==> src/rtl/dram_pkg.sv <==
`timescale 1ns/1ps
package dram_pkg;

  typedef enum logic [2:0] {
    ST_IDLE,
    ST_ROW,
    ST_COL,
    ST_REF,
    ST_PRE
  } seq_state_t;

  function automatic int max2(input int a, input int b);
    return (a > b) ? a : b;
  endfunction

  // cycles the row strobe stays low: access time
  function automatic int access_cycles(input int rcd, input int cas);
    return rcd + cas;
  endfunction

  // full cycle time: access time plus recovery
  function automatic int cycle_cycles(input int rcd, input int cas, input int rp);
    return rcd + cas + rp;
  endfunction

endpackage

==> src/rtl/dram_ref_timer.sv <==
`timescale 1ns/1ps
module dram_ref_timer #(
  parameter int ROW_W        = 11,
  parameter int REF_INTERVAL = 3125
) (
  input  logic             clk,
  input  logic             rst_n,
  input  logic             ref_grant,
  output logic             ref_pend,
  output logic [ROW_W-1:0] ref_row
);
  localparam int TMR_W = (REF_INTERVAL > 2) ? $clog2(REF_INTERVAL) : 1;
  localparam logic [ROW_W-1:0] ROW_LAST = {ROW_W{1'b1}};

  logic [TMR_W-1:0] tmr;
  logic             tmr_tick;

  assign tmr_tick = (tmr == TMR_W'(REF_INTERVAL - 1));

  always_ff @(posedge clk or negedge rst_n) begin
    if (!rst_n) begin
      tmr <= '0;
    end else if (tmr_tick) begin
      tmr <= '0;
    end else begin
      tmr <= tmr + 1'b1;
    end
  end

  always_ff @(posedge clk or negedge rst_n) begin
    if (!rst_n) begin
      ref_pend <= 1'b0;
    end else if (tmr_tick) begin
      ref_pend <= 1'b1;
    end else if (ref_grant) begin
      ref_pend <= 1'b0;
    end
  end

  always_ff @(posedge clk or negedge rst_n) begin
    if (!rst_n) begin
      ref_row <= '0;
    end else if (ref_grant) begin
      ref_row <= (ref_row == ROW_LAST) ? '0 : ref_row + 1'b1;
    end
  end

endmodule

==> src/rtl/dram_seq.sv <==
`timescale 1ns/1ps
module dram_seq
  import dram_pkg::*;
#(
  parameter int ROW_W  = 11,
  parameter int COL_W  = 11,
  parameter int DATA_W = 4,
  parameter int T_RCD  = 2,
  parameter int T_CAS  = 2,
  parameter int T_RP   = 2
) (
  input  logic                                     clk,
  input  logic                                     rst_n,
  input  logic                                     req_valid,
  input  logic                                     req_we,
  input  logic [ROW_W-1:0]                         req_row,
  input  logic [COL_W-1:0]                         req_col,
  input  logic [DATA_W-1:0]                        req_wdata,
  output logic                                     req_ready,
  input  logic                                     ref_pend,
  input  logic [ROW_W-1:0]                         ref_row,
  output logic                                     ref_grant,
  output logic                                     seq_idle,
  output logic                                     rsp_valid,
  output logic [DATA_W-1:0]                        rsp_rdata,
  output logic [((ROW_W > COL_W) ? ROW_W : COL_W)-1:0] pin_addr,
  output logic                                     ras_n,
  output logic                                     cas_n,
  output logic                                     we_n,
  output logic [DATA_W-1:0]                        dq_out,
  output logic                                     dq_oe,
  input  logic [DATA_W-1:0]                        dq_in
);
  localparam int PIN_W = max2(ROW_W, COL_W);
  localparam int T_ACC = access_cycles(T_RCD, T_CAS);
  localparam int CNT_W = $clog2(cycle_cycles(T_RCD, T_CAS, T_RP) + 1);

  seq_state_t        state;
  logic [CNT_W-1:0]  cnt;
  logic              cnt_zero;
  logic [COL_W-1:0]  col_q;
  logic              we_q;
  logic [DATA_W-1:0] wdata_q;

  assign seq_idle  = (state == ST_IDLE);
  assign req_ready = seq_idle && !ref_pend;
  assign ref_grant = seq_idle && ref_pend;
  assign cnt_zero  = (cnt == '0);

  always_ff @(posedge clk or negedge rst_n) begin
    if (!rst_n) begin
      state     <= ST_IDLE;
      cnt       <= '0;
      col_q     <= '0;
      we_q      <= 1'b0;
      wdata_q   <= '0;
      pin_addr  <= '0;
      ras_n     <= 1'b1;
      cas_n     <= 1'b1;
      we_n      <= 1'b1;
      dq_out    <= '0;
      dq_oe     <= 1'b0;
      rsp_valid <= 1'b0;
      rsp_rdata <= '0;
    end else begin
      rsp_valid <= 1'b0;
      case (state)
        ST_IDLE: begin
          if (ref_pend) begin
            state    <= ST_REF;
            pin_addr <= PIN_W'(ref_row);
            ras_n    <= 1'b0;
            cnt      <= CNT_W'(T_ACC - 1);
          end else if (req_valid) begin
            state    <= ST_ROW;
            pin_addr <= PIN_W'(req_row);
            ras_n    <= 1'b0;
            cnt      <= CNT_W'(T_RCD - 1);
            col_q    <= req_col;
            we_q     <= req_we;
            wdata_q  <= req_wdata;
          end
        end
        ST_ROW: begin
          if (cnt_zero) begin
            state    <= ST_COL;
            pin_addr <= PIN_W'(col_q);
            cas_n    <= 1'b0;
            we_n     <= !we_q;
            dq_oe    <= we_q;
            dq_out   <= wdata_q;
            cnt      <= CNT_W'(T_CAS - 1);
          end else begin
            cnt <= cnt - 1'b1;
          end
        end
        ST_COL: begin
          if (cnt_zero) begin
            state <= ST_PRE;
            ras_n <= 1'b1;
            cas_n <= 1'b1;
            we_n  <= 1'b1;
            dq_oe <= 1'b0;
            cnt   <= CNT_W'(T_RP - 1);
            if (!we_q) begin
              rsp_valid <= 1'b1;
              rsp_rdata <= dq_in;
            end
          end else begin
            cnt <= cnt - 1'b1;
          end
        end
        ST_REF: begin
          if (cnt_zero) begin
            state <= ST_PRE;
            ras_n <= 1'b1;
            cnt   <= CNT_W'(T_RP - 1);
          end else begin
            cnt <= cnt - 1'b1;
          end
        end
        ST_PRE: begin
          if (cnt_zero) begin
            state <= ST_IDLE;
          end else begin
            cnt <= cnt - 1'b1;
          end
        end
        default: state <= ST_IDLE;
      endcase
    end
  end

endmodule

==> src/rtl/dram_ctrl.sv <==
`timescale 1ns/1ps
module dram_ctrl #(
  parameter int ROW_W        = 11,
  parameter int COL_W        = 11,
  parameter int DATA_W       = 4,
  parameter int T_RCD        = 2,
  parameter int T_CAS        = 2,
  parameter int T_RP         = 2,
  parameter int REF_INTERVAL = 3125
) (
  input  logic                                     clk,
  input  logic                                     rst_n,
  input  logic                                     req_valid,
  output logic                                     req_ready,
  input  logic                                     req_we,
  input  logic [ROW_W+COL_W-1:0]                   req_addr,
  input  logic [DATA_W-1:0]                        req_wdata,
  output logic                                     rsp_valid,
  output logic [DATA_W-1:0]                        rsp_rdata,
  output logic [((ROW_W > COL_W) ? ROW_W : COL_W)-1:0] mem_addr,
  output logic                                     mem_ras_n,
  output logic                                     mem_cas_n,
  output logic                                     mem_we_n,
  output logic [DATA_W-1:0]                        mem_dq_out,
  output logic                                     mem_dq_oe,
  input  logic [DATA_W-1:0]                        mem_dq_in
);
  localparam int ADDR_W = ROW_W + COL_W;

  logic [ROW_W-1:0] req_row;
  logic [COL_W-1:0] req_col;
  logic             ref_pend;
  logic             ref_grant;
  logic             seq_idle;
  logic [ROW_W-1:0] ref_row;

  assign req_row = req_addr[ADDR_W-1:COL_W];
  assign req_col = req_addr[COL_W-1:0];

  dram_ref_timer #(
    .ROW_W       (ROW_W),
    .REF_INTERVAL(REF_INTERVAL)
  ) u_timer (
    .clk      (clk),
    .rst_n    (rst_n),
    .ref_grant(ref_grant),
    .ref_pend (ref_pend),
    .ref_row  (ref_row)
  );

  dram_seq #(
    .ROW_W (ROW_W),
    .COL_W (COL_W),
    .DATA_W(DATA_W),
    .T_RCD (T_RCD),
    .T_CAS (T_CAS),
    .T_RP  (T_RP)
  ) u_seq (
    .clk      (clk),
    .rst_n    (rst_n),
    .req_valid(req_valid),
    .req_we   (req_we),
    .req_row  (req_row),
    .req_col  (req_col),
    .req_wdata(req_wdata),
    .req_ready(req_ready),
    .ref_pend (ref_pend),
    .ref_row  (ref_row),
    .ref_grant(ref_grant),
    .seq_idle (seq_idle),
    .rsp_valid(rsp_valid),
    .rsp_rdata(rsp_rdata),
    .pin_addr (mem_addr),
    .ras_n    (mem_ras_n),
    .cas_n    (mem_cas_n),
    .we_n     (mem_we_n),
    .dq_out   (mem_dq_out),
    .dq_oe    (mem_dq_oe),
    .dq_in    (mem_dq_in)
  );

endmodule

==> config.mk <==
export PLATFORM = sky130hd
export DESIGN_NAME = dram_ctrl
export DESIGN_NICKNAME = d
export VERILOG_FILES = /design/src/rtl/dram_pkg.sv /design/src/rtl/dram_ref_timer.sv /design/src/rtl/dram_seq.sv /design/src/rtl/dram_ctrl.sv
export SDC_FILE = /design/constraint.sdc
export NUM_CORES = 1
export LEC_CHECK = 0
export ABC_AREA = 0
export CAP_MARGIN = 20
export CORE_MARGIN = 10
export CORE_UTILIZATION = 56
export CTS_CLUSTER_DIAMETER = 80
export DETAILED_ROUTE_END_ITERATION = 8
export GPL_ROUTABILITY_DRIVEN = 0
export PLACE_DENSITY = 0.84
export SYNTH_ARGS = -nofsm -noshare
export SYNTH_HDL_FRONTEND = slang
export SYNTH_SLANG_ARGS = --single-unit
==> constraint.sdc <==
create_clock -name clk -period 3.3 [get_ports clk]
set_input_delay 0.66 -clock clk [delete_from_list [all_inputs] [get_ports clk]]
set_output_delay 0.66 -clock clk [all_outputs]
set_load 0.02 [all_outputs]
Yosys cells after proc, flatten, opt, wreduce, memory -nomap -nowiden
Cells that the tools add are included.
- $add $sub $neg: 3
- multipliers: 0
- divide/modulo/power cells: 0
- order comparisons: 0
- equal/unequal tests: 12
- shift-type cells: 0
- muxes and demuxes: 30
- bitwise logic cells: 2
- reduce and logical (&&, ||, !) cells: 21
- operators with widths (operator ; number):
    11-bit two-way mux ; 4
    11-bit one-hot mux with 2 select lines ; 1
    3-bit two-way mux ; 7
    3-bit AND reduction ; 6
    12-bit by 1-bit adder with 12-bit output (second input constant) ; 1
    12-bit equality test (second input constant) ; 1
    12-bit two-way mux ; 1
    3-bit one-hot mux with 4 select lines ; 1
    11-bit by 1-bit adder with 11-bit output (second input constant) ; 1
    11-bit equality test (second input constant) ; 1
    1-bit two-way mux ; 11
    3-bit one-hot mux with 3 select lines ; 1
    2-bit by 1-bit inequality test with 1-bit output (second input constant) ; 4
    1-bit one-hot mux with 2 select lines ; 4
    2-bit nonzero test ; 4
    3-bit by 2-bit equality test with 1-bit output (second input constant) ; 2
    3-bit logical NOT ; 2
    4-bit AND reduction ; 1
    3-bit by 1-bit equality test with 1-bit output (second input constant) ; 1
    3-bit equality test (second input constant) ; 1
    3-bit inequality test (second input constant) ; 1
    3-bit nonzero test ; 1
    3-bit OR reduction ; 1
    3-bit by 1-bit subtractor with 3-bit output (second input constant) ; 1
    other kinds (6) ; 9
- flip-flop bits (word level): 70
- bits in latches: 0
- RAM bits: 0
- memory bits (read-only): 0
- input bits: 34
- output and inout port bits: 25
- word-level logic and storage cells: 84
- memories kept: 0

Logic depth before layout (Yosys ltp)
- depth after elaboration: 4
- depth in mapped cells: 8
- depth with buffers taken out: 6

Modules after synthesis
Synthesis repeated with hierarchy kept, for this count alone.
- cells, all modules: 310
- area, all modules: 3359.5 um^2
- modules (own cells, without submodules) (module ; instances ; cells each ; area an instance (um^2) ; seq. area each (um^2)):
    dram_seq ; 1 ; 200 ; 2207.1 ; 1154.9
    dram_ref_timer ; 1 ; 110 ; 1152.4 ; 600.6

Worst setup path after synthesis
No wires, ideal clock.
- path kind: reg-to-reg
- start point: reg u_seq.state[2]
- end point: reg u_seq.col_q[10]
- data arrival time: 1.903 ns
- slack: 1.273 ns
- cell stages (with the launch flop): 6
- buffers on the path: 2
- period minus slack after synthesis: 2.027 ns
- path through: dfrtp_1 > buf_2 > nor4_2 > nand2_1 > buf_4 > mux2_2
- longest elaborated chain between the ends: 2
- RTL lines (item ; RTL line ; text):
    start, declared ; dram_seq.sv:38 ; seq_state_t state;
    start signal, assigned ; dram_seq.sv:52 ; state <= ST_IDLE;
    start signal, assigned ; dram_seq.sv:70 ; state <= ST_REF;
    start signal, assigned ; dram_seq.sv:75 ; state <= ST_ROW;
    3-bit logical NOT ; dram_seq.sv:67 ; case (state)
    3-bit AND reduction (no source line) ; - ;
    end signal, assigned ; dram_seq.sv:79 ; col_q <= req_col;
    end, declared ; dram_seq.sv:41 ; logic [COL_W-1:0] col_q;
No other way between the ends.
A chain may end at the register's enable or synchronous reset.

Final worst setup path
- start point: reg u_seq.state[2]
- end point: out req_ready
- longest elaborated chain between the ends: 2
- RTL lines (item ; RTL line ; text):
    3-bit logical NOT ; dram_seq.sv:45 ; assign seq_idle = (state == ST_IDLE);
    1-bit logical AND ; dram_seq.sv:46 ; assign req_ready = seq_idle && !ref_pend;
    end, declared ; dram_ctrl.sv:14 ; output logic req_ready,
No other way between the ends.

==> impl_metrics.toml <==
[clock_tree]
cts_resized = 0
cts-htree-levels = 3
clkSinkCount = 70
cts_buffer_depth = 2
cts_setup_buffers = 0
cts_made_buffers = 9
path_clk_slew_ps = 80
root_buffer = "clkbuf_8"
cts_hold_buf = 0
cts_tree = "yes"
clock_latency_ps = 350

[logic_synthesis]
syn_inst = 305
syn_avg_cell_area_um2 = 10.9
synth_seq_area_share = 0.530
synthDistinctLibCells = 47
synth_nets = 344
synth.cell_area_um2 = 3310
async_flop_share = 1.00
yosys_warnings = 0
synth_ff_type = "dfrtp_1"
synth_edf_count = 0
synth_seq_cells = 70

[timing]
min_period_ps = 2730
slew_headroom = 0.509
rsz0062_at_grt = "no"
worst_pin_slew_ps = 736
fin_crit_sh = 0.828
finClkSkew_ps = 9.39
layout_setup_ws_ps = 567
setup_viol = 0
max_freq_mhz = 366
drv_slew = 0
hold_viol_final = 0
setup_tns_ps = 0

[power_and_ir_drop]
power_leakage_uw = 0.00178
p_per_area_nw_per_um2 = 814
irDropWorstVdd_mv = 0.502

[global_routing]
grt_pass1_vias = 2470
antenna_found_initial = 0
grt_overflow = 0
grt_pass1_wl_um = 12400
grt.total_usage = 0.159
grt_max_degree = 46

[run_status]
status = "finished, final reports clean"

[floorplanning]
die_w_um = 96.9
start_util = 0.590
ioPinCount = 59
dieArea_um2 = 9380
die_h_um = 96.9
core_um2 = 5610
floorplan.rows = 27

[place]
dp_hpwl_um = 5370
io_buffers = 58
place_ws_ps = 878
dp_cells = 424

[drt]
dr_wl_met2_um = 3720
wl_per_cell_um = 16.5
wl_met3_um = 395
num_vias = 2488
wl_met1_um = 3080
via_per_inst = 5.65
antenna_left = 0
drc = 0
drt_iter0_drc = 152
top_layer = "met4"
dr.pass1.iters = 4
totalWireLength_um = 7270

[run]
maxCapViolCount = 0

[final_layout]
syn2layout_area_growth_pct = 24.2
final_cells = 440
final_cell_mix = "dfrtp_1, clkdlybuf4s50_1, nor2_1"
layout-drive-gt1-share = 0.149
num_antenna_cells = 0
nNetsFinal = 402
layout_commonest_cell = "dfrtp_1"

[critical_path]
crit_fanout = 20
cp-start-kind = "register"
crit_type = "register to output port"
cp.required_ps = 2640
cp.arrival_ps = 2070
endpoint_kind = "output port"

[min_path]
hold_path_class = "input pin to async pin"
per-stage QoR:
stage	instance area, µm²	total power [µW]	utilization	hold WS, ps
2_1_floorplan	3310	2220	-	364
3_3_place_gp	3940	2690	0.702	464
3_5_place_dp	3940	2750	0.702	473
4_1_cts	4110	3370	0.733	292
5_1_grt	4110	3570	0.733	315
6_report	4110	3350	0.733	299
critical path, cell delays in order (launching register included):
cell and delay [ps]:
dfrtp_1 620, nor4_2 430, clkdlybuf4s50_1 670
kinds of logic (layout without fill, tap and decap cells):
kind of cell,after synthesis,after routing,synth area share
adder cells (fa/ha/maj),6,6,0.0219
XOR/XNOR,17,17,0.0473
AND/OR/NAND/NOR,101,101,0.156
multiplexers,37,37,0.121
flip-flops,70,70,0.530
buffers and inverters,25,88,0.0325
AO/OA/AOI/OAI,49,49,0.0907
final timing paths:
path                       slack [ps]                        endpoint  depth (start not counted)                           from
max in group asynchronous        2530      u_seq.col_q[3]$_DFFE_PN0P_                          2                          rst_n
min reg2reg                       490   u_seq.pin_addr[5]$_DFFE_PN0P_                          2  u_seq.pin_addr[5]$_DFFE_PN0P_
max reg2reg                       870  u_timer.ref_row[9]$_DFFE_PN0P_                          4   u_timer.ref_pend$_DFFE_PN0P_
max                               570                       req_ready                          2     u_seq.state[2]$_DFFE_PN0P_
min                               300        u_timer.tmr[8]$_DFF_PN0_                          2                          rst_n
min in group clk                  490   u_seq.pin_addr[5]$_DFFE_PN0P_                          2  u_seq.pin_addr[5]$_DFFE_PN0P_
Yosys cell counts, types with 2 or more instances:
cell | instances | area share
a21o_1 | 2 | 0.0045
and3_1 | 2 | 0.0038
and2_1 | 2 | 0.0038
a32oi_1 | 2 | 0.0053
dfrtp_1 | 67 | 0.51
a22o_1 | 4 | 0.011
clkbuf_1 | 10 | 0.011
mux2_2 | 24 | 0.082
nor3b_1 | 2 | 0.0045
o21ai_0 | 14 | 0.021
buf_2 | 2 | 0.0030
dfstp_2 | 3 | 0.024
xor2_1 | 10 | 0.026
nand2_1 | 22 | 0.025
mux2i_1 | 13 | 0.039
nand2b_1 | 3 | 0.0057
inv_1 | 11 | 0.012
nand3_1 | 11 | 0.017
xnor2_1 | 6 | 0.016
nand4_1 | 5 | 0.0095
o31ai_1 | 3 | 0.0068
nor2_1 | 32 | 0.036
nor3_1 | 9 | 0.014
ha_1 | 5 | 0.019
nor2b_1 | 2 | 0.0038
a21oi_1 | 18 | 0.027
registers in the layout, indices dropped and copies added (netlist names):
name	cells
u_seq.dq_out	4
u_timer.ref_pend	1
u_timer.ref_row	11
u_seq.cnt	3
u_seq.rsp_valid	1
u_seq.we_q	1
u_timer.tmr	12
u_seq.cas_n	1
u_seq.dq_oe	1
u_seq.col_q	11
u_seq.rsp_rdata	4
u_seq.state	3
u_seq.pin_addr	11
u_seq.wdata_q	4
u_seq.ras_n	1
u_seq.we_n	1
power by group:
part | switching [µW] | internal, µW | total [µW]
combinational | 707 | 659 | 1370
clock | 339 | 273 | 612
sequential | 221 | 1150 | 1370
layer usage:
metal / GRT usage / up-vias
met3: 0.0440 / 7
met1: 0.198 / 1236
li1: - / 1185
met2: 0.256 / 60
met4: 0.0609 / 0
met5: 0 / -
cell type report:
type	instances	area, µm²
inverters	11	41.3
fillers	407	1500
flip-flops and latches	70	1760
clock buffers	9	124
clock inverters	7	51.3
repair buffers	61	598
multi-input cells	210	1450
well taps	72	90.1
No activity file was read; power rests on OpenSTA's default activity.
